<file path="src/rtl/i2c_sbg_pkg.sv">
package i2c_sbg_pkg;

  localparam int FRAME_W = 18;

  typedef enum logic [2:0] {
    ST_IDLE,
    ST_START,
    ST_LOW,
    ST_HIGH,
    ST_HALT
  } seq_state_e;

  // Clocks per SCL phase (low or high) for a given system and bus rate.
  function automatic int half_cycles(int sys_hz, int bus_hz);
    return sys_hz / (2 * bus_hz);
  endfunction

  // SDA value for each SCL pulse, MSB sent first; a 1 means "released".
  // Acknowledge slots are released so that the target can pull them.
  function automatic logic [FRAME_W-1:0] build_frame(logic wr, logic [6:0] a);
    if (wr) return {a, 1'b0, 1'b1, 8'h00, 1'b1};
    return {a, 1'b1, 1'b1, 9'h000};
  endfunction

  // Number of SCL pulses before the halt point.
  function automatic logic [4:0] frame_bits(logic wr);
    return wr ? 5'd18 : 5'd9;
  endfunction

endpackage

</file>
<file path="src/rtl/i2c_sbg_sync.sv">
module i2c_sbg_sync #(
  parameter int STAGES = 2
) (
  input  logic clk,
  input  logic rst_n,
  input  logic d,
  output logic q
);

  generate
    if (STAGES == 0) begin : g_pass
      assign q = d;
    end else if (STAGES == 1) begin : g_one
      logic r_q;
      always_ff @(posedge clk or negedge rst_n)
        if (!rst_n) r_q <= 1'b1;
        else        r_q <= d;
      assign q = r_q;
    end else begin : g_chain
      logic [STAGES-1:0] sh_q;
      always_ff @(posedge clk or negedge rst_n)
        if (!rst_n) sh_q <= '1;
        else        sh_q <= {sh_q[STAGES-2:0], d};
      assign q = sh_q[STAGES-1];
    end
  endgenerate

endmodule

</file>
<file path="src/rtl/i2c_sbg_divider.sv">
module i2c_sbg_divider #(
  parameter int HALF = 500
) (
  input  logic clk,
  input  logic rst_n,
  input  logic restart,
  output logic tick,
  output logic first
);

  localparam int CW = (HALF > 1) ? $clog2(HALF) : 1;
  localparam logic [CW-1:0] LAST = CW'(HALF - 1);

  logic [CW-1:0] cnt_q;

  assign tick  = (cnt_q == LAST);
  assign first = (cnt_q == '0);

  always_ff @(posedge clk or negedge rst_n)
    if (!rst_n)              cnt_q <= '0;
    else if (restart || tick) cnt_q <= '0;
    else                      cnt_q <= cnt_q + 1'b1;

  // a phase never runs past HALF clocks
  assert_phase_bound_R12: assert property (@(posedge clk) disable iff (!rst_n)
    cnt_q <= LAST);

endmodule

</file>
<file path="src/rtl/i2c_sbg_seq.sv">
module i2c_sbg_seq
  import i2c_sbg_pkg::*;
#(
  parameter int HALF = 500
) (
  input  logic       clk,
  input  logic       rst_n,
  input  logic       cmd_valid,
  input  logic       cmd_wr,
  input  logic [6:0] cmd_addr,
  input  logic       release_all,
  input  logic       tick,
  input  logic       first,
  output logic       restart,
  output logic       scl_low,
  output logic       sda_low,
  output logic       busy,
  output logic       halted
);

  seq_state_e         state;
  logic [FRAME_W-1:0] frame_q;
  logic [4:0]         idx_q;
  logic [4:0]         nbits_q;
  logic               scl_low_q;
  logic               sda_low_q;

  // Named internal events for the assertions
  logic last_bit;
  logic in_high;

  assign last_bit = (idx_q == nbits_q - 5'd1);
  assign in_high  = (state == ST_HIGH);

  assign busy    = (state == ST_START) || (state == ST_LOW) || in_high;
  assign halted  = (state == ST_HALT);
  assign restart = (state == ST_IDLE) || halted;
  assign scl_low = scl_low_q;
  assign sda_low = sda_low_q;

  always_ff @(posedge clk or negedge rst_n) begin
    if (!rst_n) begin
      state     <= ST_IDLE;
      frame_q   <= '0;
      idx_q     <= '0;
      nbits_q   <= '0;
      scl_low_q <= 1'b0;
      sda_low_q <= 1'b0;
    end else begin
      case (state)
        ST_IDLE: if (cmd_valid) begin
          frame_q   <= build_frame(cmd_wr, cmd_addr);
          nbits_q   <= frame_bits(cmd_wr);
          idx_q     <= '0;
          sda_low_q <= 1'b1;            // START: SDA falls, SCL high
          state     <= ST_START;
        end
        ST_START: if (tick) begin
          scl_low_q <= 1'b1;
          state     <= ST_LOW;
        end
        ST_LOW: begin
          // SDA moves one clock after SCL has fallen
          if (first) sda_low_q <= ~frame_q[FRAME_W-1];
          if (tick) begin
            scl_low_q <= 1'b0;
            state     <= last_bit ? ST_HALT : ST_HIGH;
          end
        end
        ST_HIGH: if (tick) begin
          scl_low_q <= 1'b1;
          frame_q   <= {frame_q[FRAME_W-2:0], 1'b0};
          idx_q     <= idx_q + 5'd1;
          state     <= ST_LOW;
        end
        ST_HALT: if (release_all) begin
          scl_low_q <= 1'b0;
          sda_low_q <= 1'b0;
          state     <= ST_IDLE;
        end
        default: state <= ST_IDLE;
      endcase
    end
  end

  // data on SDA is held for the whole SCL high phase
  assert_sda_stable_high_R5: assert property (@(posedge clk) disable iff (!rst_n)
    (in_high && $past(in_high)) |-> $stable(sda_low_q));

  // at the halt point neither wire is driven
  assert_halt_released_R7: assert property (@(posedge clk) disable iff (!rst_n)
    halted |-> (!scl_low_q && !sda_low_q));

  // a command during a transfer does not change its length
  assert_busy_ignores_cmd_R9: assert property (@(posedge clk) disable iff (!rst_n)
    (busy && cmd_valid) |=> $stable(nbits_q));

  // only a full release leaves the halt state
  assert_halt_holds_R11: assert property (@(posedge clk) disable iff (!rst_n)
    (halted && !release_all) |=> halted);

  assert_busy_halt_excl_R8: assert property (@(posedge clk) disable iff (!rst_n)
    $onehot0({busy, halted}));

endmodule

</file>
<file path="src/rtl/i2c_stuck_bus_gen.sv">
module i2c_stuck_bus_gen
  import i2c_sbg_pkg::*;
#(
  parameter int SYS_HZ      = 100_000_000,
  parameter int BUS_HZ      = 100_000,
  parameter int SYNC_STAGES = 2
) (
  input  logic       clk,
  input  logic       rst_n,
  input  logic       scl_in,
  input  logic       sda_in,
  output logic       scl_drive_low,
  output logic       sda_drive_low,
  input  logic       man_wr,
  input  logic       man_scl_rel,
  input  logic       man_sda_rel,
  input  logic       cmd_valid,
  input  logic       cmd_wr,
  input  logic [6:0] cmd_addr,
  output logic       scl_level,
  output logic       sda_level,
  output logic       busy,
  output logic       halted
);

  localparam int HALF = half_cycles(SYS_HZ, BUS_HZ);

  logic force_scl_q, force_sda_q;
  logic release_all;
  logic tick, first, restart;
  logic seq_scl_low, seq_sda_low;

  assign release_all = man_wr && man_scl_rel && man_sda_rel;

  always_ff @(posedge clk or negedge rst_n)
    if (!rst_n) begin
      force_scl_q <= 1'b0;
      force_sda_q <= 1'b0;
    end else if (man_wr) begin
      force_scl_q <= ~man_scl_rel;
      force_sda_q <= ~man_sda_rel;
    end

  i2c_sbg_divider #(.HALF(HALF)) u_div (
    .clk     (clk),
    .rst_n   (rst_n),
    .restart (restart),
    .tick    (tick),
    .first   (first)
  );

  i2c_sbg_seq #(.HALF(HALF)) u_seq (
    .clk         (clk),
    .rst_n       (rst_n),
    .cmd_valid   (cmd_valid),
    .cmd_wr      (cmd_wr),
    .cmd_addr    (cmd_addr),
    .release_all (release_all),
    .tick        (tick),
    .first       (first),
    .restart     (restart),
    .scl_low     (seq_scl_low),
    .sda_low     (seq_sda_low),
    .busy        (busy),
    .halted      (halted)
  );

  i2c_sbg_sync #(.STAGES(SYNC_STAGES)) u_sync_scl (
    .clk (clk), .rst_n (rst_n), .d (scl_in), .q (scl_level)
  );

  i2c_sbg_sync #(.STAGES(SYNC_STAGES)) u_sync_sda (
    .clk (clk), .rst_n (rst_n), .d (sda_in), .q (sda_level)
  );

  assign scl_drive_low = force_scl_q | seq_scl_low;
  assign sda_drive_low = force_sda_q | seq_sda_low;

  // manual SCL force reaches the pin on the next clock
  assert_man_scl_force_R2: assert property (@(posedge clk) disable iff (!rst_n)
    (man_wr && !man_scl_rel) |=> scl_drive_low);

  // manual SDA force reaches the pin on the next clock
  assert_man_sda_force_R3: assert property (@(posedge clk) disable iff (!rst_n)
    (man_wr && !man_sda_rel) |=> sda_drive_low);

  // a halted block with no manual force leaves SCL released
  assert_halt_scl_free_R7: assert property (@(posedge clk) disable iff (!rst_n)
    (halted && !force_scl_q) |-> !scl_drive_low);

endmodule

</file>
<file path="config.mk">
export PLATFORM = sky130hd
export DESIGN_NAME = i2c_stuck_bus_gen
export DESIGN_NICKNAME = d
export VERILOG_FILES = /design/src/rtl/i2c_sbg_pkg.sv /design/src/rtl/i2c_sbg_sync.sv /design/src/rtl/i2c_sbg_divider.sv /design/src/rtl/i2c_sbg_seq.sv /design/src/rtl/i2c_stuck_bus_gen.sv
export SDC_FILE = /design/constraint.sdc
export NUM_CORES = 1
export LEC_CHECK = 0
export ABC_CLOCK_PERIOD_IN_PS = 2700
export BUFFER_PORTS_ARGS = -buffer_cell sky130_fd_sc_hd__buf_2
export CORE_MARGIN = 2
export CORE_UTILIZATION = 45
export DETAILED_ROUTE_END_ITERATION = 7
export PLACE_DENSITY = 0.75
export SYNTH_ARGS = -nofsm -noshare
export SYNTH_HDL_FRONTEND = slang
export SYNTH_HIERARCHICAL = 1
export SYNTH_SLANG_ARGS = --single-unit
</file>
<file path="constraint.sdc">
create_clock -name clk -period 2.7 [get_ports clk]
set_input_delay 0.135 -clock clk [delete_from_list [all_inputs] [get_ports clk]]
set_output_delay 0.135 -clock clk [all_outputs]
set_load 0.005 [all_outputs]
</file>
==> impl_summary.log <==
[metrics] outcome: finished with violations
[metrics] violations in the final reports: negative hold slack
[metrics] top cell type's share of synthesized area: 46.70%
[metrics] layout cell share with drive strength beyond 1: approximately 23%
[metrics] cts bufs inserted: 5
[metrics] flip-flop and latch count after synthesis: 45
[metrics] power density over the cells: approximately 640 nW/um^2
[metrics] multiplexer fraction of the synthesized cell area: 4.613%
[metrics] Core Region: between 4000 and 5000 sq um
[metrics] clock net sink count: 45
[metrics] hold-fix buffer count after cts: 2
[metrics] fraction of the mapped netlist area in simple logic gates: 15.15%
[metrics] element type at the critical path start: flop
[metrics] largest buffer count on any clock path: 2
[metrics] Crit-path slowest cell: dfrtp_1
[metrics] peak per-stage delay on the critical path: 0.43 ns
[metrics] critical path endpoint category: flop
[metrics] area of the die: 5458 sq um
[metrics] number of failing hold endpoints at the final stage: 11
[metrics] hold_ws: -0.01752 ns
[metrics] async set-reset flop share out of synthesis: 100.0%
[metrics] post-synthesis instance area: 2197 sq um
[metrics] number of antenna diodes: 0
[metrics] placer congestion estimate: approximately 0.8
[metrics] largest net degree at the start of global routing: 46
[metrics] worst endpoint data arrival time: around 2.5 ns
[metrics] total vias in the final route: 1,507
[metrics] Yosys Warn Count: 6
[metrics] maximum ir drop on the vdd rail: ~0.3 mV
[metrics] Min-Delay Path Class: in2async
[metrics] instance area after placement: roughly 2300 sq um
[metrics] detailed-route wire length per cell: between 10 and 15 um
[metrics] Syn-to-layout area delta: 11.33%
[metrics] Worst Path Buf+Inv: 1
[metrics] cell with the most instances after synthesis: dfrtp_1
[metrics] overflow left after global routing: 0
[metrics] synthesized net count: ~220
[metrics] number of setup buffers added after CTS: 0
[metrics] total non-filler cell area in the finished layout: approximately 2400 sq um
[metrics] Post-synth EDFFs: 0
[metrics] distinct cell type count after synthesis: 48
[metrics] Top Family by Delay on Critical Path: simple AND/OR/NAND/NOR gates
[metrics] CTS H-Tree Depth: 2
[metrics] Cell Int Power: about 1.1 mW
[metrics] most instantiated flip-flop cell in the synthesis netlist: dfrtp_1
[metrics] vias in the first global route: between 1k and 1.5k
[metrics] fraction of synthesized cell area in xor and xnor cells: 4.385%
[metrics] Flop pwr share: a little over half
[metrics] std cell rows: 25
[metrics] synth cell count leaders: 41 x dfrtp_1, 18 x nand2_1, 13 x nor2_1
[metrics] worst-margin pin slew: 0.9596 ns
[metrics] number of antenna violations at the first check in global routing: 0
[metrics] Initial Util: about 47%
[metrics] Die X-Extent: 73.88 um
[metrics] clock latency reported for the late side of the worst-skew pair: ~0.29 ns
[metrics] adder and majority gate portion of the synthesized area: about 3.4%
[metrics] antenna-violating nets left: 0
[metrics] die span in y: roughly 74 um
[metrics] Residual DRC: 0
[metrics] number of detailed-routing iterations run before antenna repair: 4
[metrics] max-cap violation count: 0
[metrics] cells along the critical path: ha_1, and3_2, and3_1, and4b_1, nor2_4, buf_4, nand2_1, o211ai_2
[metrics] post-synth top area cell: dfrtp_1
[metrics] worst slew slack as a fraction of its limit: between 30% and 40%
[metrics] synthesized netlist cell count: around 200
[metrics] wire length of the first global-routing pass: between 6000 and 7000 um
[metrics] CTS resizes: 0
[metrics] max frequency: around 0.44 GHz
[metrics] drt total wl: around 3800 um
[metrics] reported net switching power: approximately 0.47 mW
[metrics] maximum net fanout on the critical path: 16
[metrics] Gate power share: 19.8%
[metrics] Avg Vias per Cell: between 5 and 6
[metrics] maximum clock skew at final layout: 0.004751 ns
[metrics] category of the most critical setup path: reg2reg
[metrics] net count reported at finish: ~250
[metrics] main combinational cell family by area after synthesis: compound AO/OA/AOI/OAI gates
[metrics] leakage: roughly 1.2 nW
[metrics] Worst EP required: between 2 and 3 ns
[metrics] library cell used as clock root buffer: clkbuf_8
[metrics] Setup Total Neg Slack: 0 ns
[metrics] final critical delay including setup and external delays: 2.261 ns
[metrics] post-synthesis area per instance: around 11 sq um
[metrics] IO Port Bufs: 21
[metrics] cell types occupying the most area after synthesis: dfrtp_1 47%, dfstp_2 4.8%, mux2i_1 4.1%
[metrics] I/O pins: 22
[metrics] TritonCTS clock tree: yes
[metrics] Net Sw Frac: 30.13%
[metrics] share of synthesized area occupied by flip-flops and latches: 51.48%
[metrics] clock share of power: between 20 and 30%
[metrics] max-slew violation count: 0
[metrics] HPWL reported at the end of detailed placement: 2628 um
[metrics] Compound-Gate Fraction of Synth Area: between 15 and 20%
[metrics] clock-pin slew on the worst setup and hold paths: approximately 0.080 ns
[metrics] RSZ-0062 raised after global routing: no
[metrics] Global Route Usage Sum: about 16%
[metrics] Period Utilization, post-route: a little over four fifths
[metrics] number of DRC markers in iteration 0: 151
[metrics] Final setup violation count: 0
[kinds of logic after synthesis]
kind of cell,after synthesis
XOR/XNOR,11
AO/OA/AOI/OAI,51
buffers and inverters,20
multiplexers,10
adder cells (fa/ha/maj),6
flip-flops,45
AND/OR/NAND/NOR,59
[power groups by stage]
stage	registers (mW)	clock network [mW]	logic (mW)
3_5_place_dp	0.876	0	0.312
5_1_grt	0.885	0.444	0.360
6_report	0.864	0.400	0.312
4_1_cts	0.864	0.415	0.316
2_1_floorplan	0.830	0	0.282
3_3_place_gp	0.873	0	0.301
[flip-flops by register name (all words and copies together) (netlist names), 2 cells and up]
signal	flops
u_div/cnt_q	9
u_seq/frame_q	18
u_seq/idx_q	5
u_seq/nbits_q	2
u_seq/state	3
u_sync_scl/g_chain.sh_q	2
u_sync_sda/g_chain.sh_q	2
[placed cells by master (no fill, tap or decap), types with 3 or more instances in the layout]
master	synthesis	routed
ha_1	6	6
nand4_1	5	5
a21oi_1	11	11
a22o_1	9	9
mux2i_1	9	9
o21ai_1	4	4
o21ai_0	8	8
clkbuf_8	0	5
o21ai_2	3	3
xnor2_1	6	6
nor2_1	13	13
nand2_1	18	18
dfstp_2	4	4
inv_1	11	11
buf_2	2	21
buf_4	4	3
dfrtp_1	41	41
xor2_1	5	5
[path summary, 6_finish.rpt]
path | startpoint | endpoint | slack [ns] | depth (start not counted)
min reg2reg | u_sync_scl/g_chain.sh_q[0]$_DFF_PN1_ | u_sync_scl/g_chain.sh_q[1]$_DFF_PN1_ | 0.36 | 0
min in group clk | man_sda_rel | force_sda_q$_DFFE_PN0P_ | 0.02 | 2
max | u_div/cnt_q[0]$_DFF_PN0_ | u_seq/frame_q[10]$_DFFE_PN0P_ | 0.44 | 8
min | rst_n | u_seq/frame_q[2]$_DFFE_PN0P_ | -0.02 | 1
max reg2reg | u_div/cnt_q[0]$_DFF_PN0_ | u_seq/frame_q[10]$_DFFE_PN0P_ | 0.44 | 8
max in group asynchronous | rst_n | u_div/cnt_q[1]$_DFF_PN0_ | 2.12 | 1
[layout make-up]
type / count / area, sq um
clock inverter: 1 / 7.507
inverter: 11 / 41.29
tap: 67 / 83.83
multi-input combinational: 137 / 958.4
clock buffer: 7 / 76.32
sequential: 45 / 1131
fill: 420 / 2277
timing repair buffer: 26 / 147.6
[per-layer routing]
layer  routed length [um]  vias to the layer above  track usage [%]
li1                     -                      760                -
met1                 1826                      714            20.92
met2                 1749                       26            24.90
met3                  129                        7            3.292
met4                   77                        0            7.879
met5                    0                        -                0
[per-stage QoR]
step	total power [mW]	setup WS [ns]	util (%)	hold slack [ns]	std cells
3_3_place_gp	1.173	0.5318	49.59	0.2444	284
2_1_floorplan	1.112	0.7259	-	-0.1606	202
5_1_grt	1.689	0.2406	51.79	0.01909	294
6_report	1.576	0.4389	51.79	-0.01752	294
3_5_place_dp	1.189	0.4520	49.59	0.2456	284
4_1_cts	1.594	0.4361	51.79	0.01144	294
Power figures use the tool's default switching activity.
